<file path="src/rtl/fifo_irq_pkg.sv">
// Package: fifo_irq_pkg
// Shared bit positions, source indices and flag type for the FIFO threshold
// interrupt controller. Bit positions are fixed because software decodes them.
package fifo_irq_pkg;

    // Register field positions
    localparam int RD_THR_LSB = 0;
    localparam int WR_THR_LSB = 16;
    localparam int THR_W      = 10;
    localparam int REG_W      = 32;

    localparam int BIT_RD_AF  = 10;
    localparam int BIT_RD_NE  = 11;
    localparam int BIT_WR_AE  = 12;
    localparam int BIT_WR_NF  = 13;
    localparam int BIT_DEV    = 15;
    localparam int BIT_TERM   = 28;
    localparam int BIT_TMO    = 29;

    // Number of interrupt sources (width of the enable vector)
    localparam int N_SRC      = 7;
    // Number of sticky sources
    localparam int N_STICKY   = 3;

    // Flag vector; bit 0 is the read-almost-full source, matching enable index
    typedef struct packed {
        logic tmo;
        logic term;
        logic dev;
        logic wr_nf;
        logic wr_ae;
        logic rd_ne;
        logic rd_af;
    } irq_flags_t;

endpackage

</file>
<file path="src/rtl/fifo_irq_thresh.sv">
// Module: fifo_irq_thresh
// Holds the read and write thresholds. The read threshold is clamped to
// RD_THR_MAX on write. Assumes the write strobe is a single-cycle qualifier.
module fifo_irq_thresh #(
    parameter int THR_W      = 10,
    parameter int RD_THR_MAX = 8,
    parameter int WR_THR_RST = 24
) (
    input  logic             clk,
    input  logic             rst_n,
    input  logic             wr_en,
    input  logic [THR_W-1:0] rd_thr_in,
    input  logic [THR_W-1:0] wr_thr_in,
    output logic [THR_W-1:0] rd_thr,
    output logic [THR_W-1:0] wr_thr
);

    localparam logic [THR_W-1:0] RD_MAX_V = THR_W'(RD_THR_MAX);
    localparam logic [THR_W-1:0] WR_RST_V = THR_W'(WR_THR_RST);

    logic [THR_W-1:0] rd_thr_clamped;

    // Saturate the requested read threshold at the supported maximum
    always_comb begin
        rd_thr_clamped = (rd_thr_in > RD_MAX_V) ? RD_MAX_V : rd_thr_in;
    end

    // Threshold storage with reset defaults
    always_ff @(posedge clk) begin
        if (!rst_n) begin
            rd_thr <= RD_MAX_V;
            wr_thr <= WR_RST_V;
        end else if (wr_en) begin
            rd_thr <= rd_thr_clamped;
            wr_thr <= wr_thr_in;
        end
    end

endmodule

</file>
<file path="src/rtl/fifo_irq_level.sv">
// Module: fifo_irq_level
// Registers the four FIFO-level flags from the current occupancy counts and
// thresholds. Flags follow the level with one clock of latency.
// Assumes THR_W >= CNT_W so counts extend losslessly to threshold width.
module fifo_irq_level #(
    parameter int CNT_W      = 6,
    parameter int THR_W      = 10,
    parameter int FIFO_DEPTH = 32
) (
    input  logic             clk,
    input  logic             rst_n,
    input  logic [CNT_W-1:0] rd_level,
    input  logic [CNT_W-1:0] wr_level,
    input  logic [THR_W-1:0] rd_thr,
    input  logic [THR_W-1:0] wr_thr,
    output logic             rd_af,
    output logic             rd_ne,
    output logic             wr_ae,
    output logic             wr_nf
);

    localparam logic [CNT_W-1:0] DEPTH_V = CNT_W'(FIFO_DEPTH);

    logic [THR_W-1:0] rd_ext;
    logic [THR_W-1:0] wr_ext;

    // Widen the counts to threshold width for comparison
    always_comb begin
        rd_ext = THR_W'(rd_level);
        wr_ext = THR_W'(wr_level);
    end

    // Level comparisons, registered
    always_ff @(posedge clk) begin
        if (!rst_n) begin
            rd_af <= 1'b0;
            rd_ne <= 1'b0;
            wr_ae <= 1'b0;
            wr_nf <= 1'b0;
        end else begin
            rd_af <= (rd_ext >= rd_thr);
            rd_ne <= (rd_level != '0);
            wr_ae <= (wr_ext <= wr_thr);
            wr_nf <= (wr_level < DEPTH_V);
        end
    end

endmodule

</file>
<file path="src/rtl/fifo_irq_sticky.sv">
// Module: fifo_irq_sticky
// N independent sticky flags. A set input wins over a clear in the same cycle.
// Assumes set inputs are already synchronous to clk.
module fifo_irq_sticky #(
    parameter int N = 3
) (
    input  logic         clk,
    input  logic         rst_n,
    input  logic [N-1:0] set,
    input  logic [N-1:0] clr,
    output logic [N-1:0] q
);

    for (genvar i = 0; i < N; i++) begin : g_flag
        // One sticky bit: set has priority over write-one-to-clear
        always_ff @(posedge clk) begin
            if (!rst_n)
                q[i] <= 1'b0;
            else if (set[i])
                q[i] <= 1'b1;
            else if (clr[i])
                q[i] <= 1'b0;
        end
    end

endmodule

</file>
<file path="src/rtl/fifo_irq_combine.sv">
// Module: fifo_irq_combine
// Masks the flag vector with the enable vector and registers the OR so the
// interrupt output is glitch-free.
module fifo_irq_combine #(
    parameter int N = 7
) (
    input  logic         clk,
    input  logic         rst_n,
    input  logic [N-1:0] flags,
    input  logic [N-1:0] en,
    output logic         irq
);

    // Registered OR of enabled requests
    always_ff @(posedge clk) begin
        if (!rst_n)
            irq <= 1'b0;
        else
            irq <= |(flags & en);
    end

endmodule

</file>
<file path="src/rtl/fifo_irq_ctrl.sv">
// Module: fifo_irq_ctrl (top)
// FIFO threshold interrupt controller. Threshold register, level flags,
// sticky error/device flags and a registered combined interrupt.
// Assumes error events and the device line are synchronous to clk, and that
// irq_en comes from a control register held elsewhere.
module fifo_irq_ctrl
    import fifo_irq_pkg::*;
#(
    parameter int FIFO_DEPTH = 32,
    parameter int CNT_W      = $clog2(FIFO_DEPTH + 1),
    parameter int RD_THR_MAX = 8
) (
    input  logic             clk,
    input  logic             rst_n,
    input  logic [CNT_W-1:0] rd_level,
    input  logic [CNT_W-1:0] wr_level,
    input  logic             dev_irq,
    input  logic             term_err,
    input  logic             bus_tmo,
    input  logic [N_SRC-1:0] irq_en,
    input  logic             reg_wr,
    input  logic [REG_W-1:0] reg_wdata,
    output logic [REG_W-1:0] reg_rdata,
    output logic             irq
);

    localparam int WR_THR_RST = FIFO_DEPTH - RD_THR_MAX;

    logic [THR_W-1:0]    rd_thr;
    logic [THR_W-1:0]    wr_thr;
    logic [N_STICKY-1:0] sticky_set;
    logic [N_STICKY-1:0] sticky_clr;
    logic [N_STICKY-1:0] sticky_q;
    irq_flags_t          flags;
    logic                unused_wbits;

    // Write-data bits that map to nothing writable
    assign unused_wbits = ^{reg_wdata[31:30], reg_wdata[27:26], reg_wdata[14:10]};

    fifo_irq_thresh #(
        .THR_W      (THR_W),
        .RD_THR_MAX (RD_THR_MAX),
        .WR_THR_RST (WR_THR_RST)
    ) u_thresh (
        .clk       (clk),
        .rst_n     (rst_n),
        .wr_en     (reg_wr),
        .rd_thr_in (reg_wdata[RD_THR_LSB +: THR_W]),
        .wr_thr_in (reg_wdata[WR_THR_LSB +: THR_W]),
        .rd_thr    (rd_thr),
        .wr_thr    (wr_thr)
    );

    fifo_irq_level #(
        .CNT_W      (CNT_W),
        .THR_W      (THR_W),
        .FIFO_DEPTH (FIFO_DEPTH)
    ) u_level (
        .clk      (clk),
        .rst_n    (rst_n),
        .rd_level (rd_level),
        .wr_level (wr_level),
        .rd_thr   (rd_thr),
        .wr_thr   (wr_thr),
        .rd_af    (flags.rd_af),
        .rd_ne    (flags.rd_ne),
        .wr_ae    (flags.wr_ae),
        .wr_nf    (flags.wr_nf)
    );

    // Sticky sources: index 0 device, 1 terminate, 2 timeout
    always_comb begin
        sticky_set = {bus_tmo, term_err, dev_irq};
        sticky_clr = {3{reg_wr}} & {reg_wdata[BIT_TMO], reg_wdata[BIT_TERM], reg_wdata[BIT_DEV]};
    end

    fifo_irq_sticky #(
        .N (N_STICKY)
    ) u_sticky (
        .clk   (clk),
        .rst_n (rst_n),
        .set   (sticky_set),
        .clr   (sticky_clr),
        .q     (sticky_q)
    );

    assign flags.dev  = sticky_q[0];
    assign flags.term = sticky_q[1];
    assign flags.tmo  = sticky_q[2];

    fifo_irq_combine #(
        .N (N_SRC)
    ) u_combine (
        .clk   (clk),
        .rst_n (rst_n),
        .flags (flags),
        .en    (irq_en),
        .irq   (irq)
    );

    // Assemble the read view of the threshold/status register
    always_comb begin
        reg_rdata                           = '0;
        reg_rdata[RD_THR_LSB +: THR_W]      = rd_thr;
        reg_rdata[WR_THR_LSB +: THR_W]      = wr_thr;
        reg_rdata[BIT_RD_AF]                = flags.rd_af;
        reg_rdata[BIT_RD_NE]                = flags.rd_ne;
        reg_rdata[BIT_WR_AE]                = flags.wr_ae;
        reg_rdata[BIT_WR_NF]                = flags.wr_nf;
        reg_rdata[BIT_DEV]                  = flags.dev;
        reg_rdata[BIT_TERM]                 = flags.term;
        reg_rdata[BIT_TMO]                  = flags.tmo;
    end

endmodule

</file>
<file path="config.mk">
export PLATFORM = sky130hd
export DESIGN_NAME = fifo_irq_ctrl
export DESIGN_NICKNAME = d
export VERILOG_FILES = /design/src/rtl/fifo_irq_pkg.sv /design/src/rtl/fifo_irq_thresh.sv /design/src/rtl/fifo_irq_level.sv /design/src/rtl/fifo_irq_sticky.sv /design/src/rtl/fifo_irq_combine.sv /design/src/rtl/fifo_irq_ctrl.sv
export SDC_FILE = /design/constraint.sdc
export NUM_CORES = 1
export LEC_CHECK = 0
export CAP_MARGIN = 20
export CELL_PAD_IN_SITES_DETAIL_PLACEMENT = 1
export CELL_PAD_IN_SITES_GLOBAL_PLACEMENT = 2
export CORE_UTILIZATION = 16
export CTS_CLUSTER_DIAMETER = 60
export DETAILED_ROUTE_END_ITERATION = 8
export PLACE_DENSITY = 0.72
export SYNTH_ARGS = -nofsm -noshare
export SYNTH_HDL_FRONTEND = slang
export SYNTH_SLANG_ARGS = --single-unit
</file>
<file path="constraint.sdc">
create_clock -name clk -period 1.35 [get_ports clk]
set_input_delay 0.27 -clock clk [delete_from_list [all_inputs] [get_ports clk]]
set_output_delay 0.27 -clock clk [all_outputs]
set_load 0.05 [all_outputs]
</file>
== Yosys cells after proc, flatten, opt, wreduce, memory -nomap -nowiden ==
Index checks and enable logic that the tools add are counted.
Cells by class
  add/sub/neg operators: 0
  multipliers: 0
  div/mod/pow operators: 0
  order comparisons: 4
  equal/unequal tests: 0
  shift-type cells: 0
  muxes and demuxes: 7
  bitwise logic cells: 2
  reductions and logical operators: 5
Operators by type and width (count)
  $ge 6x10->1: 1
  $gt 10x4->1 const B: 1
  $le 6x10->1: 1
  $mux 10: 1
  $and 7x7->7: 1
  $reduce_or 7->1: 1
  $lt 6x6->1 const B: 1
  $mux 1: 6
  $reduce_bool 2->1: 3
  $reduce_bool 6->1: 1
  $and 3x3->3: 1
Word-level totals
  register bits: 28
  bits in latches: 0
  bits in writable memories: 0
  ROM bits: 0
  bits of input ports: 57
  output and inout port bits: 33
  logic and storage cells: 28
  memories: 0

== Depth between registers and ports, before layout ==
  depth after elaboration: 3
  gate-level depth with buffers: 6
  mapped depth without buffers: 6

== By module ==
A second synthesis with hierarchy kept.
Second synthesis, totals
  cell total of the unflattened synthesis: 141
  area, all modules: 1371.3 um2
Modules (own cells, without submodules)
  fifo_irq_thresh: instances 1, cells each 65, area each 718.2 um2, seq. area each 400.4 um2
  fifo_irq_level: instances 1, cells each 52, area each 414.1 um2, seq. area each 80.1 um2
  fifo_irq_sticky: instances 1, cells each 9, area each 123.9 um2, seq. area each 60.1 um2
  fifo_irq_ctrl: instances 1, cells each 9, area each 60.1 um2, seq. area each 0.0 um2
  fifo_irq_combine: instances 1, cells each 6, area each 55.1 um2, seq. area each 20.0 um2

== Worst setup path after synthesis ==
OpenSTA, ideal clock, no wires.
  path kind: register to register
  start: reg u_thresh.rd_thr[0]
  end: reg u_level.rd_af
  arrival: 1.601 ns
  required time: 1.230 ns
  path slack: -0.371 ns
  stages on the path, launching flop included: 6
  buffers on the path: 0
  clock period less this slack: 1.721 ns
  cells stage by stage: dfxtp_1 ha_1 nand2b_1 a2111oi_0 or3_1 a21oi_1
On the way
  word-level cells in the longest chain between the ends: 1
RTL lines
  start, declared: RTL line fifo_irq_thresh.sv:14  | output logic [THR_W-1:0] rd_thr,
  start signal, assigned: RTL line fifo_irq_thresh.sv:34  | rd_thr <= rd_thr_clamped;
  $ge 6x10->1: RTL line fifo_irq_level.sv:41  | rd_af <= (rd_ext >= rd_thr);
  end signal, assigned: RTL line fifo_irq_level.sv:41
  end, declared: RTL line fifo_irq_level.sv:16  | output logic rd_af,
Every way passes these cells.
A chain may end at the register's enable or synchronous reset.

== Final worst setup path ==
Same ends and word-level chain as after synthesis.

==> results.env <==
SEQUENTIALPOWERSHARE_PCT=42.0
CRIT_PATH_START_KIND='flop'
SYNTHESIS_WARNING_TOTAL=0
YS_FF_LATCH=28
ANT_DIODES=0
MAX-VDD-IR-DROP_uV=319.2
POSTLAYOUTCOREUTIL_PCT=34.50
GRT_USAGE_PCT=9.893
DRT_ITER0_MARKERS=26
POST_DRT_WL_PER_CELL_UM=12.31
CORE-AREA_UM2=7767
NETLIST.AREA_LEADER.SHARE_PCT=43.41
GRT_SETUP_UNREPAIRED='yes'
ANTENNA_VIOLATIONS_BEFORE_REPAIR=0
CRITPATHSLOWESTCELL='sky130_fd_sc_hd__dfxtp_4'
SYNTH_AREA_LEADERS='sky130_fd_sc_hd__dfxtp_1 43%, sky130_fd_sc_hd__ha_1 12%, sky130_fd_sc_hd__mux2i_1 6.2%, sky130_fd_sc_hd__buf_4 5.2%, sky130_fd_sc_hd__nor2_1 4.9%'
GRT_PASS1_WL_UM=6479
NETSWITCHINGPOWER_W=0.0006208
P_SW_SHARE_PCT=28.89
SYNTH-EDFF-COUNT=0
FIN_CRIT_SH_PCT=99.71
HOLDCRITPATHCLASS='input pin to flop'
CRITICAL_PATH.CELL_CHAIN='ha_4, nand2b_4, a2111oi_4, or3_1, a21oi_1'
SYNTH_CELL_TYPES=29
PLACEMENT.IO_BUFFERS=75
SLEW_VIOLATIONS=0
PLACEMENTROWS=32
CRIT_ARRIVAL_NS=1.55
YOSYS.AREA.TOP_TYPE='sky130_fd_sc_hd__dfxtp_1'
TRITONCTS_NUM_SINKS=28
ROUTED_WL_UM=4037
GRT_PASS1_VIAS=1320
HOLD_VIOL_FINAL=0
P_LEAK_nW=1.124
FINAL.MIN_CLOCK_PERIOD_NS=1.346
CTS.REPORTEDPATHS.CLKPINSLEW_NS=0.10
AVGVIACOUNTPERCELL=3.893
YS.FLOP_TYPE='sky130_fd_sc_hd__dfxtp_1'
CTS_BUFFERS=3
DELAY_OF_THE_SLOWEST_CELL_ON_THE_WORST_PATH_NS=0.37
START_UTIL_PCT=16.62
TIMING_WORST_SETUP_PATH_TYPE='flop to flop'
GLOBALROUTE.TOTALOVERFLOW=0
MAX_FREQ_GHz=0.7429
CLOCK_INSERTION_DELAY_WORST_SKEW_NS=0.27
SHARE_OF_CELLS_ABOVE_DRIVE_STRENGTH_1_PCT=30.53
SETUP_VIOLATIONS=0
SYNTH_SEQ_AREA_SHARE_PCT=43.41
DRC=0
POST_PLACEMENT_CELL_AREA_UM2=2526
CTS_BUFFER_DEPTH=2
CTS-ROOT-BUF='sky130_fd_sc_hd__clkbuf_8'
POWER.SHARE.CLOCK_PCT=27.9
VIA_COUNT=1277
FINAL_AREA_UM2=2680
RESULT_OF_THE_RUN='finished clean'
CTS_TREE='yes'
POST_SYNTH_INST_COUNT=139
DESIGN.DIE.AREA_UM2=8434
ANTENNA_VIOLATING_NETS_POST_ROUTE=0
MAXIMUM_NUMBER_OF_PINS_ON_ONE_NET_BEFORE_GLOBAL_ROUTE_REPAIR=17
POST_SYNTH.CELL_AREA_AVG_UM2=9.289
NETLIST_AREA_BEFORE_PLACEMENT_UM2=1291
WORST_SETUP_PATH_END_KIND='flop'
POSTSYNTH.ASYNCRESETSHARE_PCT=0
AREAGROWTHSYNTHTOFINISH_PCT=107.6
NUMBER_OF_LEVELS_IN_THE_CLOCK_H_TREE=1
FINALWEIGHTEDCONGESTION=0.7057
DESIGN.PORTCOUNT=90
COMB_POWER_SHARE_PCT=30.1
P_PER_AREA_nW_PER_UM2=801.7
FINISH.NET_COUNT=296
DRT-PASS1-ITER-COUNT=4
CRIT_REQUIRED_NS=1.56
DRV_CAP=0
FINAL.SETUP_SKEW_NS=0.004711
DPL.HPWL_UM=3322
POWER_REPORT.INTERNAL_TOTAL_W=0.001528
LARGEST_DRIVER_FANOUT_ON_THE_CRITICAL_PATH=2
DIE_WIDTH_UM=91.84
DIE_HEIGHT_UM=91.84
-- through the flow --
stage	total power (W)	setup WS [ns]	setup TNS, ns	instances	hold WS [ns]
global placement	0.001555	-0.5022	-3.057	322	0.4997
global route	0.002277	-0.08260	-0.08260	328	0.3737
floorplan	0.001198	-0.04024	-0.04024	143	0.3424
CTS	0.002196	-0.0006003	-0.0006003	326	0.4423
detailed placement	0.001563	-0.5489	-3.282	322	0.5043
finish	0.002149	0.003957	0	328	0.3586
-- cells in the mapped netlist, drive strengths merged (4+ instances only) --
| cell | n |
|---|---|
| dfxtp | 28 |
| ha | 12 |
| mux2i | 8 |
| a21oi | 7 |
| nor2 | 17 |
| o21ai | 4 |
| inv | 14 |
| nand2 | 8 |
| buf | 12 |
| nor4 | 4 |
| and2 | 4 |
-- worst paths after layout --
kind                            depth (start not counted)                              end  slack, ns                            start
worst min-delay path                                    3         u_level.rd_ne$_SDFF_PN0_       0.36                      rd_level[2]
worst min register to register                          2  u_thresh.rd_thr[3]$_SDFFE_PN1P_       0.51  u_thresh.rd_thr[3]$_SDFFE_PN1P_
worst max-delay path                                    5         u_level.rd_af$_SDFF_PN0_      0.004  u_thresh.rd_thr[0]$_SDFFE_PN0P_
worst max register to register                          5         u_level.rd_af$_SDFF_PN0_      0.004  u_thresh.rd_thr[0]$_SDFFE_PN0P_
-- cells in the final DEF (no fill, tap or decap), types with 3 or more instances in the layout --
| cell | count |
|---|---|
| sky130_fd_sc_hd__mux2i_1 | 8 |
| sky130_fd_sc_hd__buf_12 | 29 |
| sky130_fd_sc_hd__dfxtp_4 | 5 |
| sky130_fd_sc_hd__conb_1 | 5 |
| sky130_fd_sc_hd__nand2_1 | 8 |
| sky130_fd_sc_hd__nor4_1 | 3 |
| sky130_fd_sc_hd__a21oi_1 | 7 |
| sky130_fd_sc_hd__dfxtp_2 | 5 |
| sky130_fd_sc_hd__clkbuf_8 | 3 |
| sky130_fd_sc_hd__nor3_1 | 3 |
| sky130_fd_sc_hd__dfxtp_1 | 18 |
| sky130_fd_sc_hd__and2_1 | 4 |
| sky130_fd_sc_hd__ha_1 | 7 |
| sky130_fd_sc_hd__buf_4 | 15 |
| sky130_fd_sc_hd__dlygate4sd2_1 | 5 |
| sky130_fd_sc_hd__inv_1 | 13 |
| sky130_fd_sc_hd__a22o_1 | 3 |
| sky130_fd_sc_hd__o211ai_1 | 3 |
| sky130_fd_sc_hd__clkdlybuf4s50_1 | 40 |
| sky130_fd_sc_hd__ha_4 | 3 |
| sky130_fd_sc_hd__nor2_1 | 17 |
-- critical path: cells and delay by family, from the launching register on --
kind / cells / cell delay (ns)
AND/OR/NAND/NOR: 2 / 0.45
flip-flops: 1 / 0.37
AO/OA/AOI/OAI: 2 / 0.21
adder cells (fa/ha/maj): 1 / 0.25
-- flip-flops by register name (all words and copies together), names as in the netlist --
name / count
u_thresh.rd_thr: 10
u_thresh.wr_thr: 10
u_sticky.q: 3
u_combine.irq: 1
u_level.rd_af: 1
u_level.rd_ne: 1
u_level.wr_ae: 1
u_level.wr_nf: 1
-- routing by layer --
metal,routed length [um],up-vias,share of wire (%),track usage [%]
met4,25,0,0.62,2.734
met5,0,-,0,0
met2,1986,49,49,17.17
met3,306,2,7.6,2.819
li1,-,637,-,-
met1,1719,589,43,11.89
-- power groups by stage --
stage	clock network [W]	logic, W	registers [W]
after global placement	0	0.000634	0.000922
final	0.000600	0.000648	0.000901
after CTS	0.000646	0.000646	0.000903
after floorplan	0	0.000205	0.000993
after global routing	0.000676	0.000693	0.000908
after detailed placement	0	0.000641	0.000922
-- cell families (layout without fill, tap and decap cells) --
family / Yosys count / in the layout / synth area share (%)
AO/OA/AOI/OAI: 24 / 24 / 12.31
adder cells (fa/ha/maj): 12 / 12 / 11.63
buffers and inverters: 26 / 109 / 10.37
flip-flops: 28 / 28 / 43.41
multiplexers: 8 / 8 / 6.202
other: 1 / 5 / 0.2904
AND/OR/NAND/NOR: 40 / 40 / 15.79
-- timing repair --
item | 4_1_cts | 5_1_grt
setup endpoints to repair | 6 | 2
pin swaps | 6 | 7
hold buffers | 0 | 0
gates resized for setup | 12 | 7
buffers inserted | 0 | 2
-- final cells by class --
cell class              instances  area, um2
clock buffers                   4      66.31
fillers                       857       5087
inverters                      14      52.55
multi-input cells              89      685.7
flip-flops and latches         28      585.6
well taps                     102      127.6
repair buffers                 91       1162
(Power assumes the default switching activity.)
